File: config.mk
export PLATFORM = sky130hd
export DESIGN_NAME = acc_alu
export DESIGN_NICKNAME = d
export VERILOG_FILES = /design/src/rtl/acc_alu_pkg.sv /design/src/rtl/acc_alu_addsub.sv /design/src/rtl/acc_alu_bitops.sv /design/src/rtl/acc_alu.sv
export SDC_FILE = /design/constraint.sdc
export NUM_CORES = 1
export LEC_CHECK = 0
export BUFFER_PORTS_ARGS = -buffer_cell sky130_fd_sc_hd__buf_2
export CAP_MARGIN = 20
export CELL_PAD_IN_SITES_DETAIL_PLACEMENT = 0
export CELL_PAD_IN_SITES_GLOBAL_PLACEMENT = 1
export CORE_AREA = 4 4 77 79
export CTS_CLUSTER_DIAMETER = 40
export DETAILED_ROUTE_END_ITERATION = 8
export DIE_AREA = 0 0 81 83
export GPL_TIMING_DRIVEN = 0
export PLACE_DENSITY = 0.77
export SYNTH_ARGS = -nofsm -noshare
export SYNTH_HDL_FRONTEND = slang
export SYNTH_SLANG_ARGS = --single-unit
File: constraint.sdc
create_clock -name clk -period 4.68 [get_ports clk]
set_clock_uncertainty 0.1 [all_clocks]
set_input_delay 0.468 -clock clk [delete_from_list [all_inputs] [get_ports clk]]
set_output_delay 0.468 -clock clk [all_outputs]
set_load 0.1 [all_outputs]
File: src/rtl/acc_alu_pkg.sv
package acc_alu_pkg;
  typedef enum logic [3:0] {
    OP_NONE = 4'd0,
    OP_ADD  = 4'd1,
    OP_SUB  = 4'd2,
    OP_CMP  = 4'd3,
    OP_BIT  = 4'd4,
    OP_AND  = 4'd5,
    OP_OR   = 4'd6,
    OP_XOR  = 4'd7,
    OP_SHL  = 4'd8,
    OP_SHR  = 4'd9,
    OP_ROL  = 4'd10,
    OP_ROR  = 4'd11,
    OP_INC  = 4'd12,
    OP_DEC  = 4'd13
  } alu_op_e;

  // mask layout {N,V,Z,C}
  localparam logic [3:0] MASK_NVZC = 4'b1111;
  localparam logic [3:0] MASK_NZC  = 4'b1011;
  localparam logic [3:0] MASK_NVZ  = 4'b1110;
  localparam logic [3:0] MASK_NZ   = 4'b1010;
endpackage

File: src/rtl/acc_alu_addsub.sv
module acc_alu_addsub #(
  parameter int W = 8
) (
  input  logic [W-1:0] a,
  input  logic [W-1:0] b,
  input  logic         sub,
  input  logic         cin,
  output logic [W-1:0] sum,
  output logic         cout,
  output logic         ovf
);
  logic [W-1:0] b_eff;
  logic [W:0]   total;

  always_comb begin
    b_eff = sub ? ~b : b;
    total = {1'b0, a} + {1'b0, b_eff} + {{W{1'b0}}, cin};
    sum   = total[W-1:0];
    cout  = total[W];
    ovf   = (a[W-1] == b_eff[W-1]) && (total[W-1] != a[W-1]);
  end
endmodule

File: src/rtl/acc_alu_bitops.sv
module acc_alu_bitops
  import acc_alu_pkg::*;
#(
  parameter int W = 8
) (
  input  alu_op_e      op,
  input  logic [W-1:0] a,
  input  logic [W-1:0] b,
  input  logic         cin,
  output logic [W-1:0] res,
  output logic         cout
);
  always_comb begin
    res  = '0;
    cout = 1'b0;
    case (op)
      OP_AND: res = a & b;
      OP_OR:  res = a | b;
      OP_XOR: res = a ^ b;
      OP_SHL: begin res = {a[W-2:0], 1'b0}; cout = a[W-1]; end
      OP_SHR: begin res = {1'b0, a[W-1:1]}; cout = a[0];   end
      OP_ROL: begin res = {a[W-2:0], cin};  cout = a[W-1]; end
      OP_ROR: begin res = {cin, a[W-1:1]};  cout = a[0];   end
      OP_INC: res = a + {{(W-1){1'b0}}, 1'b1};
      OP_DEC: res = a - {{(W-1){1'b0}}, 1'b1};
      default: res = '0;
    endcase
  end
endmodule

File: src/rtl/acc_alu.sv
module acc_alu
  import acc_alu_pkg::*;
#(
  parameter int W = 8
) (
  input  logic         clk,
  input  logic         rst,
  input  logic [3:0]   op_i,
  input  logic [W-1:0] a_i,
  input  logic [W-1:0] b_i,
  input  logic         carry_i,
  input  logic         dec_i,
  output logic [W-1:0] res_o,
  output logic         wr_en_o,
  output logic         n_o,
  output logic         v_o,
  output logic         z_o,
  output logic         c_o,
  output logic [3:0]   flag_upd_o,
  output logic         dec_o
);
  localparam int MSB = W - 1;
  localparam int SUB_MSB = W - 2;

  alu_op_e      op;
  logic         as_sub, as_cin;
  logic [W-1:0] as_sum, bo_res;
  logic         as_cout, as_ovf, bo_cout;

  logic [W-1:0] nx_res, nz_src;
  logic         nx_wr, nx_n, nx_v, nx_z, nx_c;
  logic [3:0]   nx_mask;

  assign op     = alu_op_e'(op_i);
  assign as_sub = (op == OP_SUB) || (op == OP_CMP);
  assign as_cin = (op == OP_CMP) ? 1'b1 : carry_i;

  acc_alu_addsub #(.W(W)) u_addsub (
    .a(a_i), .b(b_i), .sub(as_sub), .cin(as_cin),
    .sum(as_sum), .cout(as_cout), .ovf(as_ovf)
  );

  acc_alu_bitops #(.W(W)) u_bitops (
    .op(op), .a(a_i), .b(b_i), .cin(carry_i),
    .res(bo_res), .cout(bo_cout)
  );

  always_comb begin
    nz_src  = bo_res;
    nx_wr   = 1'b0;
    nx_v    = 1'b0;
    nx_c    = bo_cout;
    nx_mask = 4'b0000;
    nx_n    = 1'b0;
    nx_z    = 1'b0;
    case (op)
      OP_ADD, OP_SUB: begin
        nz_src = as_sum; nx_c = as_cout; nx_v = as_ovf;
        nx_mask = MASK_NVZC; nx_wr = 1'b1;
      end
      OP_CMP: begin
        nz_src = as_sum; nx_c = as_cout; nx_mask = MASK_NZC;
      end
      OP_BIT: begin
        nz_src = a_i & b_i; nx_mask = MASK_NVZ;
        nx_v = b_i[SUB_MSB];
      end
      OP_AND, OP_OR, OP_XOR, OP_INC, OP_DEC: begin
        nx_mask = MASK_NZ; nx_wr = 1'b1;
      end
      OP_SHL, OP_SHR, OP_ROL, OP_ROR: begin
        nx_mask = MASK_NZC; nx_wr = 1'b1;
      end
      default: nx_mask = 4'b0000;
    endcase
    nx_n   = (op == OP_BIT) ? b_i[MSB] : nz_src[MSB];
    nx_z   = (nz_src == '0);
    nx_res = nx_wr ? nz_src : '0;
  end

  always_ff @(posedge clk) begin
    if (rst) begin
      res_o      <= '0;
      wr_en_o    <= 1'b0;
      n_o        <= 1'b0;
      v_o        <= 1'b0;
      z_o        <= 1'b0;
      c_o        <= 1'b0;
      flag_upd_o <= 4'b0000;
      dec_o      <= 1'b0;
    end else begin
      res_o      <= nx_res;
      wr_en_o    <= nx_wr;
      n_o        <= nx_n & nx_mask[3];
      v_o        <= nx_v & nx_mask[2];
      z_o        <= nx_z & nx_mask[1];
      c_o        <= nx_c & nx_mask[0];
      flag_upd_o <= nx_mask;
      dec_o      <= dec_i;
    end
  end
endmodule

==> run metrics, run 1 <==
Layout area overhead=15.98%; Syn Nets=325; crit-path leading delay family=buffers and inverters; LEAKAGE=1.083 nW; Worst Min Path Start=dec_i; layout cells sized above 1=18.87%; unrepaired setup endpoints after global routing=false; post-route design area=0.002397 mm²; fin nets=369; Worst Setup SP=op_i[3]; Hold Buf Count CTS=0; ys async rst share=0%; count of final max-slew check failures=0; Post-synth EDFFs=0; Cell variety after synth=52; H-tree depth=1; Comb pwr share=53.5%; via count=2,099; Layout Cells excl Fill=390; number of setup buffers added after CTS=0; Max Clk Rate=0.2473 GHz; core area=0.005338 mm²; Fin. Hold Viols=0; Placed Cells incl. Taps=386; clk sink count=17; critical path data arrival time=4.13 ns; num rows=27; post-synthesis sequential area ratio=16.46%; Flop pwr share=28.3%; height of the die=83 µm; total grt overflow=0; Max Cap Violations=0; first-pass GRT wire length=9.756 mm; initial antenna violation count=0; Synth Area per Inst=7.516 µm²; largest net degree at the start of global routing=11; Initial Util=38.72%; routed wl met2=2.693 mm; setup total negative slack=0 ns; Clock power frac=18.2%; post-route ant nets=0; met3 wire length=359 µm; Psw=0.0002471 W; critical-path cell list=clkbuf_2 -> buf_1 -> buf_1 -> nor3_1 -> buf_2 -> xnor2_1 -> fa_1 -> inv_1 -> fa_1 -> nor2b_1 -> o2111ai_1 -> o21ai_0 -> nor2_1 -> mux2_2 -> a221oi_1 -> and4_1; CTS root buffer=clkbuf_8; worst endpoint required time=4.77 ns; die area=0.006723 mm²; Longest Clk Path Bufs=2; synthesized flop and latch total=17; worst-path fanout max=10; Sw Ratio=44.51%; ratio of final minimum period to clock period=86.41%; hold depth=2; Worst Hold Path EP=dec_o$_SDFF_PP0_; Detailed Place HPWL=4.881 mm; num ports=42; vias per inst=5.382; Worst setup EP type=flip-flop; CTS clk-pin slew, worst paths=0.06 ns; wire per inst=15.31 µm; PostCTS Resize Cnt=0; initial DRC count=138; CP max stage cell=fa_1; vias in the first global route=1,942; Num CTS Buffers=3; final WL=5.971 mm; # diodes=0; status=finished, final reports clean; ys flop type=dfxtp_1; Peak VDD IR=0.1636 mV; Mapped Area=0.002067 mm²; CTS tree=built; # fillers=606; Total GRT Usage=18.15%; Final GP Congestion=0.8767; Slew headroom=30.87%; Synth Instances=275; WS Path Type=in2reg; worst slew pin tran=1.029 ns; worst stage delay on the critical path=0.41 ns; minimum clock period=4.044 ns; Worst setup SP type=input port; Setup violations, final=0; Worst Path Buf+Inv=5; drt drc=0; met1 wire length=2.760 mm; Port Buffers=39; highest routed layer=met4; Horiz. Die Dim=81 µm; Worst Hold Class=in2reg; Synth warnings=0; DRT Pass-1 Iters=4; dpl cell area=0.002352 mm²; cell internal pwr=0.0003080 W; Power Dens Cells=231.5 mW/mm²
[layer usage]
metal  vias to the layer above  GRT usage (%)
met5                         -              0
met4                         0          7.680
met3                        12         0.5423
met2                        73          28.75
met1                       945          25.39
li1                       1069              -
[final cells by class]
type                       instances  area, µm²  area share [%]
clock buffer                       4      45.04           1.879
multi-input combinational        216       1553           64.77
tap                               72      90.09           3.758
sequential                        17      340.3           14.20
buffer                            19      87.58           3.653
timing repair buffer              39      195.2           8.142
inverter                          23      86.33           3.601
[logic make-up after synthesis]
kind of cell | count (synthesis) | share of synthesized area (%)
XOR/XNOR | 20 | 8.475
adder cells (fa/ha/maj) | 26 | 16.47
AND/OR/NAND/NOR | 94 | 24.21
flip-flops | 17 | 16.47
multiplexers | 7 | 3.571
AO/OA/AOI/OAI | 69 | 22.40
buffers and inverters | 42 | 8.413
[through the flow]
| step | worst slack (ns) | utilization (%) | hold slack, ns | total power, W |
|---|---|---|---|---|
| 2_1_floorplan | 1.068 | - | 0.4396 | 0.0003882 |
| 3_3_place_gp | 0.3950 | 44.07 | 0.5867 | 0.0004550 |
| 3_5_place_dp | 0.4065 | 44.07 | 0.5838 | 0.0004555 |
| 4_1_cts | 0.6606 | 44.91 | 0.3265 | 0.0005577 |
| 5_1_grt | 0.2924 | 44.91 | 0.3411 | 0.0005908 |
| 6_report | 0.6362 | 44.91 | 0.3280 | 0.0005550 |
[power groups by stage]
| stage | sequential (W) | combinational [W] | clock, W |
|---|---|---|---|
| 2_1_floorplan | 0.000237 | 0.000152 | 0 |
| 3_3_place_gp | 0.000160 | 0.000295 | 0 |
| 3_5_place_dp | 0.000160 | 0.000295 | 0 |
| 4_1_cts | 0.000157 | 0.000296 | 0.000104 |
| 5_1_grt | 0.000158 | 0.000325 | 0.000108 |
| 6_report | 0.000157 | 0.000297 | 0.000101 |
[placed cells by master, fill, tap and decap left out, types with 4 or more instances in the layout]
cell      netlist  final
nand2_1        17     17
nor2_1         22     22
clkbuf_1        4      5
ha_1           24     24
nand2b_1        7      7
a31oi_1         5      5
inv_1          22     22
o21ai_0        13     13
nor3_1         14     14
xnor2_1        18     18
dfxtp_1        17     17
buf_2           9     48
mux2i_1         4      4
nand3_1         7      7
buf_1           4      4
a21oi_1        20     20
nor2b_1         6      6
[worst max path at each step]
stage | depth (start not counted) | slack, ns | endpoint
6_report | 16 | 0.64 | z_o$_SDFF_PP0_
5_1_grt | 16 | 0.29 | z_o$_SDFF_PP0_
4_1_cts | 16 | 0.66 | z_o$_SDFF_PP0_
3_5_place_dp | 16 | 0.41 | z_o$_SDFF_PP0_
2_1_floorplan | 16 | 1.07 | z_o$_SDFF_PP0_
3_3_place_gp | 16 | 0.40 | z_o$_SDFF_PP0_
[cells in the mapped netlist (4+ instances only)]
master,count,share of area (%)
mux2i_1,4,1.9
o21ai_0,13,3.1
dfxtp_1,17,16
nand3_1,7,1.7
nand2b_1,7,2.1
xnor2_1,18,7.6
nand2_1,17,3.1
inv_1,22,4.0
nor3_1,14,3.4
buf_2,9,2.2
a31oi_1,5,1.5
a21oi_1,20,4.8
buf_1,4,0.73
ha_1,24,15
clkbuf_1,4,0.73
nor2_1,22,4.0
nor2b_1,6,1.8
[flip-flops by register name, indices dropped and copies added, names as in the netlist]
| register | cells |
|---|---|
| n_o | 1 |
| v_o | 1 |
| flag_upd_o | 3 |
| dec_o | 1 |
| res_o | 8 |
| z_o | 1 |
| c_o | 1 |
| wr_en_o | 1 |
Note: power is estimated with default switching activity, not from simulation.
==> run 2: changes to the inputs <==
- RECOVER_POWER: not set -> 100
==> run 2 against run 1 <==
  * Non-clock buffer count did not move
  * Cell count did not move
  * Global-route usage did not move
  * Design area fell by 0.99%
  * Worst setup slack improved by 0.00081 ns
==> run metrics, run 2 (synthesized netlist as in run 1, its figures left out) <==
status=finished, final reports clean; LEAKAGE=1.009 nW; vias in the first global route=1,942; count of final max-slew check failures=0; wire per inst=15.44 µm; # fillers=606; Final GP Congestion=0.8767; Max Clk Rate=0.2473 GHz; minimum clock period=4.043 ns; Placed Cells incl. Taps=386; setup total negative slack=0 ns; Fin. Hold Viols=0; WHS=0.3304 ns; first-pass GRT wire length=9.756 mm; num rows=27; Layout area overhead=14.83%; height of the die=83 µm; CTS clk-pin slew, worst paths=0.05 ns; Hold Buf Count CTS=0; Setup violations, final=0; die area=0.006723 mm²; dpl cell area=0.002352 mm²; PostCTS Resize Cnt=0; worst slew pin tran=1.165 ns; Num CTS Buffers=3; Power Dens Cells=232.5 mW/mm²; final WL=6.021 mm; vias per inst=5.390; clk sink count=17; # diodes=0; Worst setup EP type=flip-flop; worst-path fanout max=10; critical path data arrival time=4.13 ns; fin nets=369; Detailed Place HPWL=4.881 mm; H-tree depth=1; CTS root buffer=clkbuf_8; Worst setup SP type=input port; via count=2,102; largest net degree at the start of global routing=11; initial antenna violation count=0; total grt overflow=0; ratio of final minimum period to clock period=86.39%; worst endpoint required time=4.77 ns; commonest cells after routing, fill and taps aside=buf_2, clkbuf_1, ha_1; Horiz. Die Dim=81 µm; number of setup buffers added after CTS=0; Initial Util=38.72%; Peak VDD IR=0.1608 mV; Slew headroom=22.65%; WS Path Type=in2reg; initial DRC count=143; num ports=42; max FFs per register=8; Biggest register=res_o; post-route ant nets=0; Worst Hold Class=in2reg; Port Buffers=39; Max Cap Violations=0; unrepaired setup endpoints after global routing=false; biggest regs=res_o (8), flag_upd_o (3); CTS tree=built; most common cell after layout, fill and taps aside=buf_2; post-route design area=0.002374 mm²; drt drc=0; Longest Clk Path Bufs=2; DRT Pass-1 Iters=4; Layout Cells excl Fill=390; layout cells sized above 1=12.89%; Total GRT Usage=18.15%; core area=0.005338 mm²; Tot Pwr=0.0005519 W
-- run 2: cell types whose count changed in the layout (fill, tap and decap cells not counted) --
cell      change
and2_1        -2
buf_1         -3
buf_2        -19
and2_0        +2
clkbuf_1     +22
-- run 2: per-layer routing --
layer	up-vias	GRT usage, %	part of all wire, %
met5	-	0	0
met3	14	0.5423	5.8
li1	1068	-	-
met1	947	25.39	47
met2	73	28.75	45
met4	0	7.680	2.7
-- run 2: area by class of cell --
| cell class | instances | area, µm² | area share (%) |
|---|---|---|---|
| Timing Repair Buffer | 39 | 171.4 | 7.222 |
| Inverter | 23 | 86.33 | 3.637 |
| Clock buffer | 4 | 45.04 | 1.898 |
| Tap cell | 72 | 90.09 | 3.795 |
| Multi-Input combinational cell | 216 | 1553 | 65.42 |
| Sequential cell | 17 | 340.3 | 14.34 |
| Buffer | 19 | 87.58 | 3.690 |
-- run 2: through the flow --
step,utilization [%],worst slack [ns]
floorplan,-,1.068
global placement,44.07,0.3950
detailed placement,44.07,0.4065
CTS,44.91,0.6606
global route,44.47,0.2848
finish,44.47,0.6370
-- run 2: path summary, 6_finish.rpt --
path / from / to / cells after the start
worst max-delay path: op_i[3] / z_o$_SDFF_PP0_ / 16
worst min-delay path: dec_i / dec_o$_SDFF_PP0_ / 2
-- run 2: where the power goes --
group	internal, W	switching (W)
sequential	0.000155	0.00000234
clock	0.0000602	0.0000401
combinational	0.0000892	0.000205
-- run 2: worst max-delay path, stage by stage --
cell	delay, ns
clkbuf_2	0.17
clkbuf_1	0.35
clkbuf_1	0.36
nor3_1	0.07
buf_2	0.25
xnor2_1	0.23
fa_1	0.24
inv_1	0.06
fa_1	0.41
nor2b_1	0.21
o2111ai_1	0.14
o21ai_0	0.17
nor2_1	0.09
mux2_2	0.28
a221oi_1	0.37
and4_1	0.24
